**src/rtl/hbw_pkg.sv**
```systemverilog
// Shared types for the CPU/GPU link bandwidth splitter.
// Assumes: codes 0..4 are decoded by the reservation packet builder.
package hbw_pkg;
    typedef enum logic [2:0] {
        ALC_CPU_ALL = 3'd0,
        ALC_GPU_ALL = 3'd1,
        ALC_CPU_MAJ = 3'd2,
        ALC_GPU_MAJ = 3'd3,
        ALC_EVEN    = 3'd4
    } alloc_e;
endpackage

```
**src/rtl/hbw_occ_count.sv**
```systemverilog
// Counts set flags in one buffer pool.
// Assumes: flags are level signals, one per slot; result fits CW bits.
module hbw_occ_count #(
    parameter int N  = 16,
    parameter int CW = $clog2(N + 1)
) (
    input  logic [N-1:0]  flags_i,
    output logic [CW-1:0] count_o
);
    // population count of the occupied flags
    always_comb begin
        count_o = '0;
        for (int i = 0; i < N; i++) begin
            count_o = count_o + CW'(flags_i[i]);
        end
    end
endmodule

```
**src/rtl/hbw_bound_cmp.sv**
```systemverilog
// Tests whether a pool count is below PCT percent of SLOTS without a divider.
// Assumes: CW covers 0..SLOTS; PCT*SLOTS*100 fits in 32 bits.
module hbw_bound_cmp #(
    parameter int SLOTS = 16,
    parameter int PCT   = 16,
    parameter int CW    = $clog2(SLOTS + 1)
) (
    input  logic [CW-1:0] count_i,
    output logic          below_o
);
    localparam int unsigned LIMIT = PCT * SLOTS;

    // strict compare of scaled count against the percent product
    always_comb begin
        below_o = (32'(count_i) * 32'd100) < LIMIT;
    end
endmodule

```
**src/rtl/hbw_split_chain.sv**
```systemverilog
// Fixed priority chain choosing one of five splits from pool state.
// Assumes: called only when at least one pool is nonzero.
module hbw_split_chain
    import hbw_pkg::*;
(
    input  logic   cpu_any_i,
    input  logic   gpu_any_i,
    input  logic   cpu_low_i,
    input  logic   gpu_low_i,
    output alloc_e code_o
);
    // GPU-bound test precedes CPU-bound test so CPU keeps the larger share
    always_comb begin
        if (!gpu_any_i && cpu_any_i)      code_o = ALC_CPU_ALL;
        else if (!cpu_any_i && gpu_any_i) code_o = ALC_GPU_ALL;
        else if (gpu_low_i)               code_o = ALC_CPU_MAJ;
        else if (cpu_low_i)               code_o = ALC_GPU_MAJ;
        else                              code_o = ALC_EVEN;
    end
endmodule

```
**src/rtl/hbw_split_alloc.sv**
```systemverilog
// Per-router lane splitter between CPU and GPU traffic.
// Counts both buffer pools, runs the priority chain and registers the
// resulting lane split, the packet code and a reservation strobe.
// Assumes: LANES divisible by 4; inputs synchronous to clk.
module hbw_split_alloc
    import hbw_pkg::*;
#(
    parameter int CPU_SLOTS = 16,
    parameter int GPU_SLOTS = 32,
    parameter int CPU_PCT   = 16,
    parameter int GPU_PCT   = 6,
    parameter int LANES     = 64
) (
    input  logic                         clk,
    input  logic                         rst_n,
    input  logic [CPU_SLOTS-1:0]         cpu_occ_i,
    input  logic [GPU_SLOTS-1:0]         gpu_occ_i,
    input  logic                         launch_i,
    output logic [$clog2(LANES+1)-1:0]   cpu_lanes_o,
    output logic [$clog2(LANES+1)-1:0]   gpu_lanes_o,
    output logic [2:0]                   alloc_code_o,
    output logic                         resv_req_o
);
    localparam int CCW = $clog2(CPU_SLOTS + 1);
    localparam int GCW = $clog2(GPU_SLOTS + 1);
    localparam int LW  = $clog2(LANES + 1);
    localparam logic [LW-1:0] L_ALL  = LW'(LANES);
    localparam logic [LW-1:0] L_MAJ  = LW'((3 * LANES) / 4);
    localparam logic [LW-1:0] L_HALF = LW'(LANES / 2);
    localparam logic [LW-1:0] L_MIN  = LW'(LANES / 4);

    logic [CCW-1:0] cpu_cnt;
    logic [GCW-1:0] gpu_cnt;
    logic           cpu_low, gpu_low, cpu_any, gpu_any, decide;
    alloc_e         next_code, code_q;
    logic [LW-1:0]  next_cpu, next_gpu;

    hbw_occ_count #(.N(CPU_SLOTS), .CW(CCW)) cpu_cnt_i (.flags_i(cpu_occ_i), .count_o(cpu_cnt));
    hbw_occ_count #(.N(GPU_SLOTS), .CW(GCW)) gpu_cnt_i (.flags_i(gpu_occ_i), .count_o(gpu_cnt));

    hbw_bound_cmp #(.SLOTS(CPU_SLOTS), .PCT(CPU_PCT), .CW(CCW)) cpu_cmp_i (.count_i(cpu_cnt), .below_o(cpu_low));
    hbw_bound_cmp #(.SLOTS(GPU_SLOTS), .PCT(GPU_PCT), .CW(GCW)) gpu_cmp_i (.count_i(gpu_cnt), .below_o(gpu_low));

    // nonzero detection and decision enable
    always_comb begin
        cpu_any = (cpu_cnt != '0);
        gpu_any = (gpu_cnt != '0);
        decide  = launch_i && (cpu_any || gpu_any);
    end

    hbw_split_chain chain_i (
        .cpu_any_i (cpu_any),
        .gpu_any_i (gpu_any),
        .cpu_low_i (cpu_low),
        .gpu_low_i (gpu_low),
        .code_o    (next_code)
    );

    // map the chosen code to lane counts
    always_comb begin
        unique case (next_code)
            ALC_CPU_ALL: begin next_cpu = L_ALL;       next_gpu = '0;          end
            ALC_GPU_ALL: begin next_cpu = '0;          next_gpu = L_ALL;       end
            ALC_CPU_MAJ: begin next_cpu = L_MAJ;       next_gpu = L_MIN;       end
            ALC_GPU_MAJ: begin next_cpu = L_MIN;       next_gpu = L_MAJ;       end
            default:     begin next_cpu = L_HALF;      next_gpu = L_HALF;      end
        endcase
    end

    // register a decision when permitted, otherwise hold the split
    always_ff @(posedge clk) begin
        if (!rst_n) begin
            code_q      <= ALC_EVEN;
            cpu_lanes_o <= L_HALF;
            gpu_lanes_o <= L_HALF;
            resv_req_o  <= 1'b0;
        end else if (decide) begin
            code_q      <= next_code;
            cpu_lanes_o <= next_cpu;
            gpu_lanes_o <= next_gpu;
            resv_req_o  <= 1'b1;
        end else begin
            resv_req_o  <= 1'b0;
        end
    end

    // present the registered code as a plain vector
    always_comb alloc_code_o = code_q;
endmodule

```
**config.mk**
```make
export PLATFORM = sky130hd
export DESIGN_NAME = hbw_split_alloc
export DESIGN_NICKNAME = d
export VERILOG_FILES = /design/src/rtl/hbw_pkg.sv /design/src/rtl/hbw_occ_count.sv /design/src/rtl/hbw_bound_cmp.sv /design/src/rtl/hbw_split_chain.sv /design/src/rtl/hbw_split_alloc.sv
export SDC_FILE = /design/constraint.sdc
export NUM_CORES = 1
export LEC_CHECK = 0
export BUFFER_PORTS_ARGS = -buffer_cell sky130_fd_sc_hd__clkbuf_2
export CORE_UTILIZATION = 50
export DETAILED_ROUTE_END_ITERATION = 12
export PLACE_DENSITY = 0.76
export SYNTH_ARGS = -nofsm -noshare
export SYNTH_HDL_FRONTEND = slang
export SYNTH_SLANG_ARGS = --single-unit
```
**constraint.sdc**
```tcl
create_clock -name clk -period 22.1 [get_ports clk]
set_input_delay 5.525 -clock clk [delete_from_list [all_inputs] [get_ports clk]]
set_output_delay 5.525 -clock clk [all_outputs]
set_load 0.03 [all_outputs]
```
# Yosys cells after proc, flatten, opt, wreduce, memory -nomap -nowiden
# Cells that the tools add are included.
totals:
  register_bits: 18
  inputBits: 51
  elab_cells: 73
classes:
  muxes: 7
  reduce_logical: 9
  n_eq_ne: 3
  order_cmp: 2
  multipliers: 2
  addsub: 46
op_table:
  columns: ["operator", "n"]
  rows:
  - ["6-bit by 1-bit adder with 6-bit output", 30]
  - ["5-bit by 1-bit adder with 5-bit output", 14]
  - ["7-bit one-hot mux with 4 select lines", 2]
  - ["13-bit by 8-bit less-than comparator with 1-bit output (second input constant)", 1]
  - ["12-bit by 9-bit less-than comparator with 1-bit output (second input constant)", 1]
  - ["3-bit 2-to-1 mux", 4]
  - ["6-bit by 5-bit multiplier with 11-bit output (second input constant)", 1]
  - ["5-bit by 5-bit multiplier with 10-bit output (second input constant)", 1]
  - ["3-bit by 2-bit == test with 1-bit output (second input constant)", 2]
  - ["6-bit nonzero test", 1]
  - ["5-bit nonzero test", 1]
  - ["1-bit by 1-bit adder with 2-bit output", 2]
  - ["3-bit by 1-bit == test with 1-bit output (second input constant)", 1]
  - ["1-bit logical AND", 3]
  - ["3-bit logical NOT", 1]
  - ["1-bit logical NOT", 2]
  - ["1-bit logical OR", 1]
  - ["1-bit 2-to-1 mux", 1]

# Longest topological paths before layout
# Gate-level depths: netlist of the first run.
depth:
  depth_word: 38
  ltp_mapped: 28
  mapped_depth_nobuf: 28

# By module
# Synthesis of the first run repeated with hierarchy kept, for this count alone.
hier_totals:
  cells_unflattened: 263
  hier_area_um2: 2453.6
by_module_without_submodules:
  columns: ["module", "area_per_inst_um2", "instances", "seq_area_each_um2", "cells_per_inst"]
  rows:
  - ["hbw_occ_count at gpu_cnt_i", 758.2, 1, 0.0, 73]
  - ["hbw_bound_cmp at gpu_cmp_i", 489.2, 1, 0.0, 52]
  - ["hbw_split_alloc", 489.2, 1, 180.2, 56]
  - ["hbw_occ_count at cpu_cnt_i", 407.9, 1, 0.0, 47]
  - ["hbw_bound_cmp at cpu_cmp_i", 266.5, 1, 0.0, 28]
  - ["hbw_split_chain", 42.5, 1, 0.0, 7]

# Worst setup path after synthesis of the first run
# Ideal clock, no wire load.
synth_path:
  path_kind: "input -> register"
  from: "in gpu_occ_i[0]"
  to: "reg gpu_lanes_o[5]"
  path_stages: 25
  n_path_buf: 1
  required_time_ns: 21.959
  setup_time_ns: 0.141
  t_arrival_ns: 12.428
  setup_slack_ns: 9.532
  cell_sequence: "ha_1 -> inv_1 -> fa_1 -> fa_1 -> fa_1 -> fa_1 -> fa_1 -> fa_1 -> fa_1 -> fa_1 -> nor2b_1 -> o21ai_0 -> nand2b_1 -> xor2_1 -> inv_1 -> ha_1 -> ha_1 -> ha_1 -> ha_1 -> clkbuf_1 -> a221o_2 -> o22ai_1 -> o2111ai_4 -> nor4_2 -> o311ai_1"
synth_between:
  elab_chain_len: 38
synth_lines:
  columns: ["element", "line", "source"]
  rows:
  - ["start: declaration", "hbw_split_alloc.sv:17", "input logic [GPU_SLOTS-1:0] gpu_occ_i,"]
  - ["1-bit by 1-bit adder with 2-bit output *", "hbw_occ_count.sv:14", "count_o = count_o + CW'(flags_i[i]);"]
  - ["6-bit by 1-bit adder with 6-bit output * (30 in a row)", "hbw_occ_count.sv:14", null]
  - ["6-bit by 5-bit multiplier with 11-bit output", "hbw_bound_cmp.sv:15", "below_o = (32'(count_i) * 32'd100) < LIMIT;"]
  - ["13-bit by 8-bit less-than comparator with 1-bit output", "hbw_bound_cmp.sv:15", null]
  - ["3-bit 2-to-1 mux", "hbw_split_chain.sv:16", "else if (gpu_low_i) code_o = ALC_CPU_MAJ;"]
  - ["3-bit 2-to-1 mux", "hbw_split_chain.sv:15", "else if (!cpu_any_i && gpu_any_i) code_o = ALC_GPU_ALL;"]
  - ["3-bit 2-to-1 mux", "hbw_split_chain.sv:14", "if (!gpu_any_i && cpu_any_i) code_o = ALC_CPU_ALL;"]
  - ["3-bit by 2-bit == test with 1-bit output (tied with other cells)", "hbw_split_alloc.sv:61", "unique case (next_code)"]
  - ["7-bit one-hot mux with 4 select lines", "hbw_split_alloc.sv:61", null]
  - ["end signal: assignment", "hbw_split_alloc.sv:80", "gpu_lanes_o <= next_gpu;"]
  - ["end: declaration", "hbw_split_alloc.sv:20", "output logic [$clog2(LANES+1)-1:0] gpu_lanes_o,"]
# Every way passes the cells marked *; elsewhere a longest branch is shown, timed or not.
# A chain may end at the register's enable or synchronous reset.

# Final worst setup path of the first run
# Same ends and word-level chain as after synthesis.

==> results of run 1 <==
[state kept, by name, indices dropped and copies added (netlist names)]
signal / cells
alloc_code_o: 3
resv_req_o: 1
gpu_lanes_o: 2
cpu_lanes_o: 3
[through the flow]
step | area, um2 | cells | hold slack [ns]
after floorplan | 2620 | 292 | 0.5888
after global placement | 2925 | 407 | 0.4519
after detailed placement | 2925 | 407 | 0.4562
after CTS | 2970 | 411 | 0.4620
after global routing | 2970 | 411 | 0.4820
final | 2970 | 411 | 0.4565
[cell type report]
cell class | instances | area, um2
fillers | 414 | 1878
multi-input cells | 189 | 2053
flip-flops and latches | 9 | 180.2
clock buffers | 4 | 45.04
inverters | 82 | 307.8
well taps | 67 | 83.83
repair buffers | 60 | 300.3
[synth_stat cells, types with 2 or more instances]
| cell type | n | area share |
|---|---|---|
| a21boi_0 | 2 | 0.0058 |
| a21oi_1 | 5 | 0.0096 |
| a32o_1 | 2 | 0.0077 |
| and2_1 | 2 | 0.0048 |
| buf_4 | 9 | 0.026 |
| clkbuf_1 | 3 | 0.0043 |
| dfxtp_1 | 9 | 0.069 |
| fa_1 | 35 | 0.27 |
| ha_1 | 55 | 0.27 |
| inv_1 | 82 | 0.12 |
| nand2_1 | 14 | 0.020 |
| nand2b_1 | 4 | 0.0096 |
| nand3_1 | 4 | 0.0077 |
| nand3b_1 | 2 | 0.0058 |
| nor2_1 | 6 | 0.0087 |
| nor2b_1 | 5 | 0.012 |
| o211ai_1 | 3 | 0.0087 |
| o21a_1 | 2 | 0.0058 |
| o21ai_0 | 5 | 0.0096 |
| xnor2_1 | 3 | 0.010 |
| xor2_1 | 8 | 0.027 |
[layer usage]
layer,vias up,track usage
met5,-,0
met1,867,0.2168
met3,0,0.008130
met2,49,0.3020
li1,998,-
met4,0,0.01923
[worst paths after layout]
path	startpoint	end	slack, ns	depth (start not counted)
hold reg to reg	cpu_lanes_o[6]	cpu_lanes_o[6]	0.46	2
setup reg to reg	cpu_lanes_o[5]	cpu_lanes_o[5]	21.32	3
hold / removal	cpu_lanes_o[6]	cpu_lanes_o[6]	0.46	2
setup / recovery	gpu_occ_i[0]	gpu_lanes_o[5]	9.32	25
[critical path, delay by kind of cell]
family                     cells  cell delay (ns)
AOI/OAI and AO/OA              5             1.04
adders and majority gates     13             5.16
buffers and inverters          3             0.30
xor gates and xnor gates       1             0.36
and+or+nand+nor                3             0.47
[kinds of logic after synthesis]
kind of cell | Yosys count
multiplexers | 1
XOR/XNOR | 11
AND/OR/NAND/NOR | 48
buffers and inverters | 94
AO/OA/AOI/OAI | 31
other | 1
adder cells (fa/ha/maj) | 90
flip-flops | 9
==> results.sh, run 1 <==
export IMPL_core_mm2=0.004848
export IMPL_vias=1914
export IMPL_dp_hpwl_um=3830
export IMPL_clock_latency_ns=0.23
export IMPL_synthXorXnorAreaFrac=0.03714
export IMPL_antenna_found_initial=0
export IMPL_ctsRootBufferMaster="clkbuf_8"
export IMPL_synth_mux_area_frac=0.003859
export IMPL_final_nets=486
export IMPL_post_cts_hold_buffer_count=0
export IMPL_finalHoldViolations=0
export IMPL_synth_adder_area_share=0.5355
export IMPL_status="finished, final reports clean"
export IMPL_cp_slowest_cell="fa_1"
export IMPL_cts_tree="yes"
export IMPL_ys_async_sr_fraction=0
export IMPL_numPortBuffers=60
export IMPL_cp_common_cell="fa_1"
export IMPL_pre_cts_ws_ns=9.037
export IMPL_wl_per_cell_um=10.02
export IMPL_synth_seq_cells=9
export IMPL_grt_overflow=0
export IMPL_cts_buffers=3
export IMPL_synth_area_mm2=0.002594
export IMPL_initial_core_util=0.5350
export IMPL_yosys_area_share_simple=0.1061
export IMPL_fin_util=0.6126
export IMPL_postCtsSetupBuffers=0
export IMPL_dieArea_mm2=0.005480
export IMPL_clock_skew_ns=0
export IMPL_fmax_mhz=78.22
export IMPL_clock_sinks=9
export IMPL_wl_met2_um=2046
export IMPL_worst_slack_ns=9.315
export IMPL_setup_viol=0
export IMPL_final_cell_mix="inv_1 (82), clkbuf_2 (60), ha_1 (55)"
export IMPL_synth_compound_area_share=0.09744
export IMPL_drtPass1Iterations=4
export IMPL_grt_pass1_vias=1887
export IMPL_wl_met1_um=1893
export IMPL_fin_tns_setup_ns=0
export IMPL_path_max_fanout=7
export IMPL_synth_edff_count=0
export IMPL_antenna_left=0
export IMPL_globalplace_congestion=0.8301
export IMPL_clockBufferDepth=2
export IMPL_netlist_instances=285
export IMPL_min_period_over_period=0.5785
export IMPL_drive_gt1_frac=0.2035
export IMPL_grt_max_degree=11
export IMPL_h_tree_depth=1
export IMPL_vias_per_cell=4.657
export IMPL_layout_commonest_cell="inv_1"
export IMPL_slowest_delay_ns=0.57
export IMPL_synth_top_family_by_area="adder cells"
export IMPL_rsz0062_at_grt="no"
export IMPL_startpoint_type="input pin"
export IMPL_syn_area_per_cell_um2=9.101
export IMPL_yosysSeqAreaShare=0.06946
export IMPL_drv_cap=0
export IMPL_required_ns=22.20
export IMPL_rows=25
export IMPL_wirelength_um=4118
export IMPL_diodes=0
export IMPL_routed_top_layer="met3"
export IMPL_yosysWarnings=0
export IMPL_drtIter0Drc=48
export IMPL_grt_pass1_wl_um=7341
export IMPL_chipWidth_um=74.03
export IMPL_endpoint_kind="register"
export IMPL_clkTransAtPathRegs_ns=0.04
export IMPL_path_class="input pin to register"
export IMPL_drv_slew=0
export IMPL_track_usage=0.1635
export IMPL_die_h_um=74.03
export IMPL_cp_arrival_ns=12.88
export IMPL_synthFlopType="dfxtp_1"
export IMPL_cts_resized=0
export IMPL_ys_types=46
export IMPL_area_delta_synth_final_pct=14.52
export IMPL_io_pins=69
export IMPL_post_route_min_period_ns=12.78
export IMPL_dr_wl_met3_um=178
export IMPL_drc=0
export IMPL_hp_class="register to register"
Power of run 1 is not shown: default switching activity piles up to over one toggle a cycle in this logic, so the estimate is an artifact.
==> inputs of run 2 (changes only) <==
--- a/config.mk
+++ b/config.mk
@@ -5,10 +5,11 @@
 export SDC_FILE = /design/constraint.sdc
 export NUM_CORES = 1
 export LEC_CHECK = 0
+export ABC_AREA = 1
 export BUFFER_PORTS_ARGS = -buffer_cell sky130_fd_sc_hd__clkbuf_2
 export CORE_UTILIZATION = 50
 export DETAILED_ROUTE_END_ITERATION = 12
-export PLACE_DENSITY = 0.76
+export PLACE_DENSITY = 0.79
 export SYNTH_ARGS = -nofsm -noshare
 export SYNTH_HDL_FRONTEND = slang
 export SYNTH_SLANG_ARGS = --single-unit
==> constraint.sdc (replaced) <==
create_clock -name clk -period 11.6 [get_ports clk]
set_input_delay 2.9 -clock clk [delete_from_list [all_inputs] [get_ports clk]]
set_output_delay 2.9 -clock clk [all_outputs]
set_load 0.03 [all_outputs]
==> results.sh, run 2 <==
export IMPL_status="finished, final reports clean"
export IMPL_grt_pass1_vias=1923
export IMPL_post_synth_top_count_cell="inv_1"
export IMPL_endpoint_kind="register"
export IMPL_rows=26
export IMPL_ff2ff_setup_slack_ns=10.86
export IMPL_io_pins=69
export IMPL_clockBufferDepth=2
export IMPL_ys_types=26
export IMPL_yosysSeqAreaShare=0.06847
export IMPL_rsz0062_at_grt="no"
export IMPL_track_usage=0.1627
export IMPL_synth_edff_count=0
export IMPL_setup_viol=0
export IMPL_fin_tns_setup_ns=0
export IMPL_numPortBuffers=60
export IMPL_fmax_mhz=104.9
export IMPL_antenna_found_initial=0
export IMPL_r2r_end="cpu_lanes_o[5]"
export IMPL_drc=0
export IMPL_min_period_over_period=0.8215
export IMPL_dieArea_mm2=0.005557
export IMPL_startpoint_type="input pin"
export IMPL_drtPass1Iterations=4
export IMPL_slowest_delay_ns=0.55
export IMPL_hold_start="alloc_code_o[1]"
export IMPL_synth_top_area_frac=0.2663
export IMPL_final_cell_mix="inv_1 (110), clkbuf_2 (60), ha_1 (55)"
export IMPL_drv_cap=0
export IMPL_finalHoldViolations=0
export IMPL_wl_per_cell_um=9.263
export IMPL_clock_sinks=9
export IMPL_rr_startpoint="cpu_lanes_o[5]"
export IMPL_post_route_min_period_ns=9.530
export IMPL_cp_common_cell="fa_1"
export IMPL_pre_cts_ws_ns=1.778
export IMPL_die_h_um=74.55
export IMPL_yosysWarnings=0
export IMPL_grt_pass1_wl_um=7307
export IMPL_cts_resized=0
export IMPL_h_tree_depth=1
export IMPL_hold_depth=2
export IMPL_min_delay_worst_endpoint="alloc_code_o[1]"
export IMPL_vias_per_cell=4.548
export IMPL_layout_commonest_cell="inv_1"
export IMPL_cts_buffers=3
export IMPL_required_ns=11.72
export IMPL_grt_overflow=0
export IMPL_clkTransAtPathRegs_ns=0.05
export IMPL_worst_slack_ns=2.070
export IMPL_ctsRootBufferMaster="clkbuf_8"
export IMPL_grt_max_degree=11
export IMPL_ys_async_sr_fraction=0
export IMPL_placed_cell_area_mm2=0.002978
export IMPL_antenna_left=0
export IMPL_drive_gt1_frac=0.1771
export IMPL_cts_tree="yes"
export IMPL_path_class="input pin to register"
export IMPL_cp_slowest_cell="fa_1"
export IMPL_core_mm2=0.005075
export IMPL_syn_area_per_cell_um2=7.762
export IMPL_wirelength_um=4363
export IMPL_initial_core_util=0.5185
export IMPL_chipWidth_um=74.55
export IMPL_hp_class="register to register"
export IMPL_rr_worst_depth=3
export IMPL_dp_hpwl_um=4213
export IMPL_clock_latency_ns=0.22
export IMPL_path_max_fanout=5
export IMPL_diodes=0
export IMPL_area_delta_synth_final_pct=14.93
export IMPL_postLayoutCellArea_mm2=0.003024
export IMPL_yosys_area_top_type="fa_1"
export IMPL_synth_seq_cells=9
export IMPL_netlist_instances=339
export IMPL_postCtsSetupBuffers=0
export IMPL_cp_num_buf_inv=2
export IMPL_drtIter0Drc=29
export IMPL_clock_skew_ns=0
export IMPL_final_nets=543
export IMPL_drv_slew=0
export IMPL_synthFlopType="dfxtp_1"
export IMPL_synthTopCellsByCount="inv_1 (110), ha_1 (55), nand2_1 (51), fa_1 (35), nand3_1 (16)"
export IMPL_timing_hold_ws_ns=0.4735
export IMPL_cp_arrival_ns=9.65
export IMPL_post_cts_hold_buffer_count=0
export IMPL_globalplace_congestion=0.8865
export IMPL_synth_area_mm2=0.002631
export IMPL_vias=2142
export IMPL_synth_area_leaders="fa_1 (27%), ha_1 (26%), inv_1 (16%)"
export IMPL_path_delay_family="adder cells"
[run 2: changes by cell type after synthesis, moves of 3 or more]
cell,before,now
xor2_1,8,2
nand2b_1,4,0
nor2_1,6,15
nor2b_1,5,0
inv_1,82,110
a21oi_1,5,11
nand2_1,14,51
nand3_1,4,16
o211ai_1,3,0
nand4_1,1,4
clkbuf_1,3,0
[run 2: metrics by stage]
step | util | cells
after detailed placement | 0.5868 | 467
final | 0.5959 | 471
after CTS | 0.5959 | 471
after global placement | 0.5868 | 467
after floorplan | - | 346
after global routing | 0.5959 | 471
[run 2: final cells by class]
type	count	area, um2
clock buffer	3	41.29
timing repair buffer	60	300.3
inverter	111	416.7
sequential	9	180.2
multi-input combinational	217	1993
fill	503	2051
clock inverter	1	5.005
tap	70	87.58
[run 2: how the worst max path moves through the flow]
stage	startpoint	end	slack, ns	cells past startpoint
6_report	gpu_occ_i[0]	gpu_lanes_o[5]	2.07	28
5_1_grt	gpu_occ_i[0]	cpu_lanes_o[5]	1.58	28
4_1_cts	gpu_occ_i[0]	cpu_lanes_o[5]	2.01	28
3_5_place_dp	gpu_occ_i[0]	cpu_lanes_o[5]	1.78	28
3_3_place_gp	gpu_occ_i[0]	gpu_lanes_o[5]	1.96	28
2_1_floorplan	gpu_occ_i[0]	gpu_lanes_o[5]	2.23	27
[run 2: cell families (layout without fill, tap and decap cells)]
group,after synthesis,count (layout),share of synthesized area
flops,9,9,0.06847
xor+xnor,5,5,0.01950
simple gates,92,92,0.1517
buf+inv,120,175,0.1840
compound gates,22,22,0.04707
other cells,1,8,0.001425
fa+ha+maj,90,90,0.5278
[run 2: worst register-to-register path, cell delays in order, from the launching register on]
cell and delay (ns):
dfxtp_1 0.31, a21oi_1 0.15, o21a_1 0.14, nand2_1 0.05
[run 2: metal layers]
metal	track usage	wire, um	up-vias
met5	0	0	-
met4	0.01258	0	0
met3	0.004065	151	0
met2	0.3243	2350	61
met1	0.2007	1861	967
li1	-	-	1114
Power of run 2 is left out for the same reason.
==> inputs of run 3 (changes only) <==
--- a/config.mk
+++ b/config.mk
@@ -9,7 +9,7 @@
 export BUFFER_PORTS_ARGS = -buffer_cell sky130_fd_sc_hd__clkbuf_2
 export CORE_UTILIZATION = 50
 export DETAILED_ROUTE_END_ITERATION = 12
-export PLACE_DENSITY = 0.79
+export PLACE_DENSITY = 0.76
 export SYNTH_ARGS = -nofsm -noshare
 export SYNTH_HDL_FRONTEND = slang
 export SYNTH_SLANG_ARGS = --single-unit
==> constraint.sdc (replaced) <==
create_clock -name clk -period 9 [get_ports clk]
set_input_delay 2.25 -clock clk [delete_from_list [all_inputs] [get_ports clk]]
set_output_delay 2.25 -clock clk [all_outputs]
set_load 0.03 [all_outputs]
==> results.sh, run 3 (synthesis results as in run 2) <==
export IMPL_hold_depth=2
export IMPL_grt_pass1_vias=1947
export IMPL_hp_class="register to register"
export IMPL_track_usage=0.1678
export IMPL_final_nets=546
export IMPL_post_route_min_period_ns=8.772
export IMPL_dieArea_mm2=0.005557
export IMPL_antenna_left=0
export IMPL_wl_per_cell_um=9.470
export IMPL_clockBufferDepth=2
export IMPL_antenna_found_initial=0
export IMPL_dp_hpwl_um=4202
export IMPL_clkTransAtPathRegs_ns=0.04
export IMPL_io_pins=69
export IMPL_drv_slew=0
export IMPL_clock_latency_ns=0.23
export IMPL_postLayoutCellArea_mm2=0.003099
export IMPL_slowest_delay_ns=0.56
export IMPL_cts_buffers=3
export IMPL_clock_sinks=9
export IMPL_grt_overflow=0
export IMPL_fmax_mhz=114.0
export IMPL_layout_commonest_cell="inv_1"
export IMPL_setup_viol=0
export IMPL_area_delta_synth_final_pct=17.78
export IMPL_placed_cell_area_mm2=0.002993
export IMPL_vias=2146
export IMPL_core_mm2=0.005075
export IMPL_clock_skew_ns=0
export IMPL_path_max_fanout=4
export IMPL_startpoint_type="input pin"
export IMPL_min_period_over_period=0.9746
export IMPL_chipWidth_um=74.55
export IMPL_grt_pass1_wl_um=7376
export IMPL_drtPass1Iterations=6
export IMPL_required_ns=9.13
export IMPL_drc=0
export IMPL_diodes=0
export IMPL_cts_tree="yes"
export IMPL_path_class="input pin to register"
export IMPL_finalHoldViolations=0
export IMPL_h_tree_depth=1
export IMPL_cp_arrival_ns=8.90
export IMPL_vias_per_cell=4.527
export IMPL_final_cell_mix="inv_1 (109), clkbuf_2 (60), nand2_1 (51), ha_1 (51), fa_1 (32)"
export IMPL_rr_worst_depth=3
export IMPL_drtIter0Drc=49
export IMPL_wirelength_um=4489
export IMPL_endpoint_kind="register"
export IMPL_drive_gt1_frac=0.2079
export IMPL_cp_slowest_cell="fa_2"
export IMPL_globalplace_congestion=0.8605
export IMPL_post_cts_hold_buffer_count=0
export IMPL_rows=26
export IMPL_ctsRootBufferMaster="clkbuf_8"
export IMPL_drv_cap=0
export IMPL_status="finished, final reports clean"
export IMPL_initial_core_util=0.5185
export IMPL_cp_common_cell="fa_1"
export IMPL_die_h_um=74.55
export IMPL_numPortBuffers=60
export IMPL_timing_hold_ws_ns=0.4625
export IMPL_grt_max_degree=11
run 3: cell count changes in the layout (fill, tap and decap cells not counted), sizes merged:
cell	previous run	this run
clkinv	2	1
buf	0	3
clkbuf	63	64
run 3: what timing repair did:
item | 4_1_cts | 5_1_grt
buffers inserted | 0 | 1
setup endpoints to repair | 0 | 6
resized for setup | 0 | 14
endpoints found under the hold margin | 0 | 0
run 3: through the flow:
| stage | util | setup WS [ns] | cells | setup TNS [ns] |
|---|---|---|---|---|
| final | 0.6107 | 0.2285 | 474 | 0 |
| after global routing | 0.6107 | -0.02302 | 474 | -0.03406 |
| after CTS | 0.5986 | 0.08343 | 473 | 0 |
| after detailed placement | 0.5897 | -0.1587 | 469 | -0.6776 |
| after global placement | 0.5897 | 0.01543 | 469 | 0 |
| after floorplan | - | 0.2786 | 346 | 0 |
run 3: layout make-up:
type	count	area (um2)
inverters	111	416.7
multi-input cells	217	2047
well taps	70	87.58
flip-flops and latches	9	180.2
repair buffers	63	322.8
fillers	486	1976
clock buffers	4	45.04
run 3: layer usage:
layer / share of wire / track usage / vias up
met2: 0.55 / 0.3253 / 41
met4: 0.0060 / 0.03354 / 0
li1: - / - / 1121
met3: 0.028 / 0.005420 / 4
met5: 0 / 0 / -
met1: 0.42 / 0.2054 / 980
run 3: critical path, delay by kind of cell:
family / cells / cell delay (ns)
AOI/OAI and AO/OA: 1 / 0.11
and+or+nand+nor: 8 / 0.75
adders and majority gates: 13 / 5.51
buffers and inverters: 4 / 0.29
run 3: worst paths after layout:
path         slack, ns           start              to
max               0.23    gpu_occ_i[0]  gpu_lanes_o[5]
max reg2reg       8.27  cpu_lanes_o[5]  cpu_lanes_o[5]
min reg2reg       0.46  cpu_lanes_o[6]  cpu_lanes_o[6]
min               0.46  cpu_lanes_o[6]  cpu_lanes_o[6]
Power of run 3 is left out for the same reason.
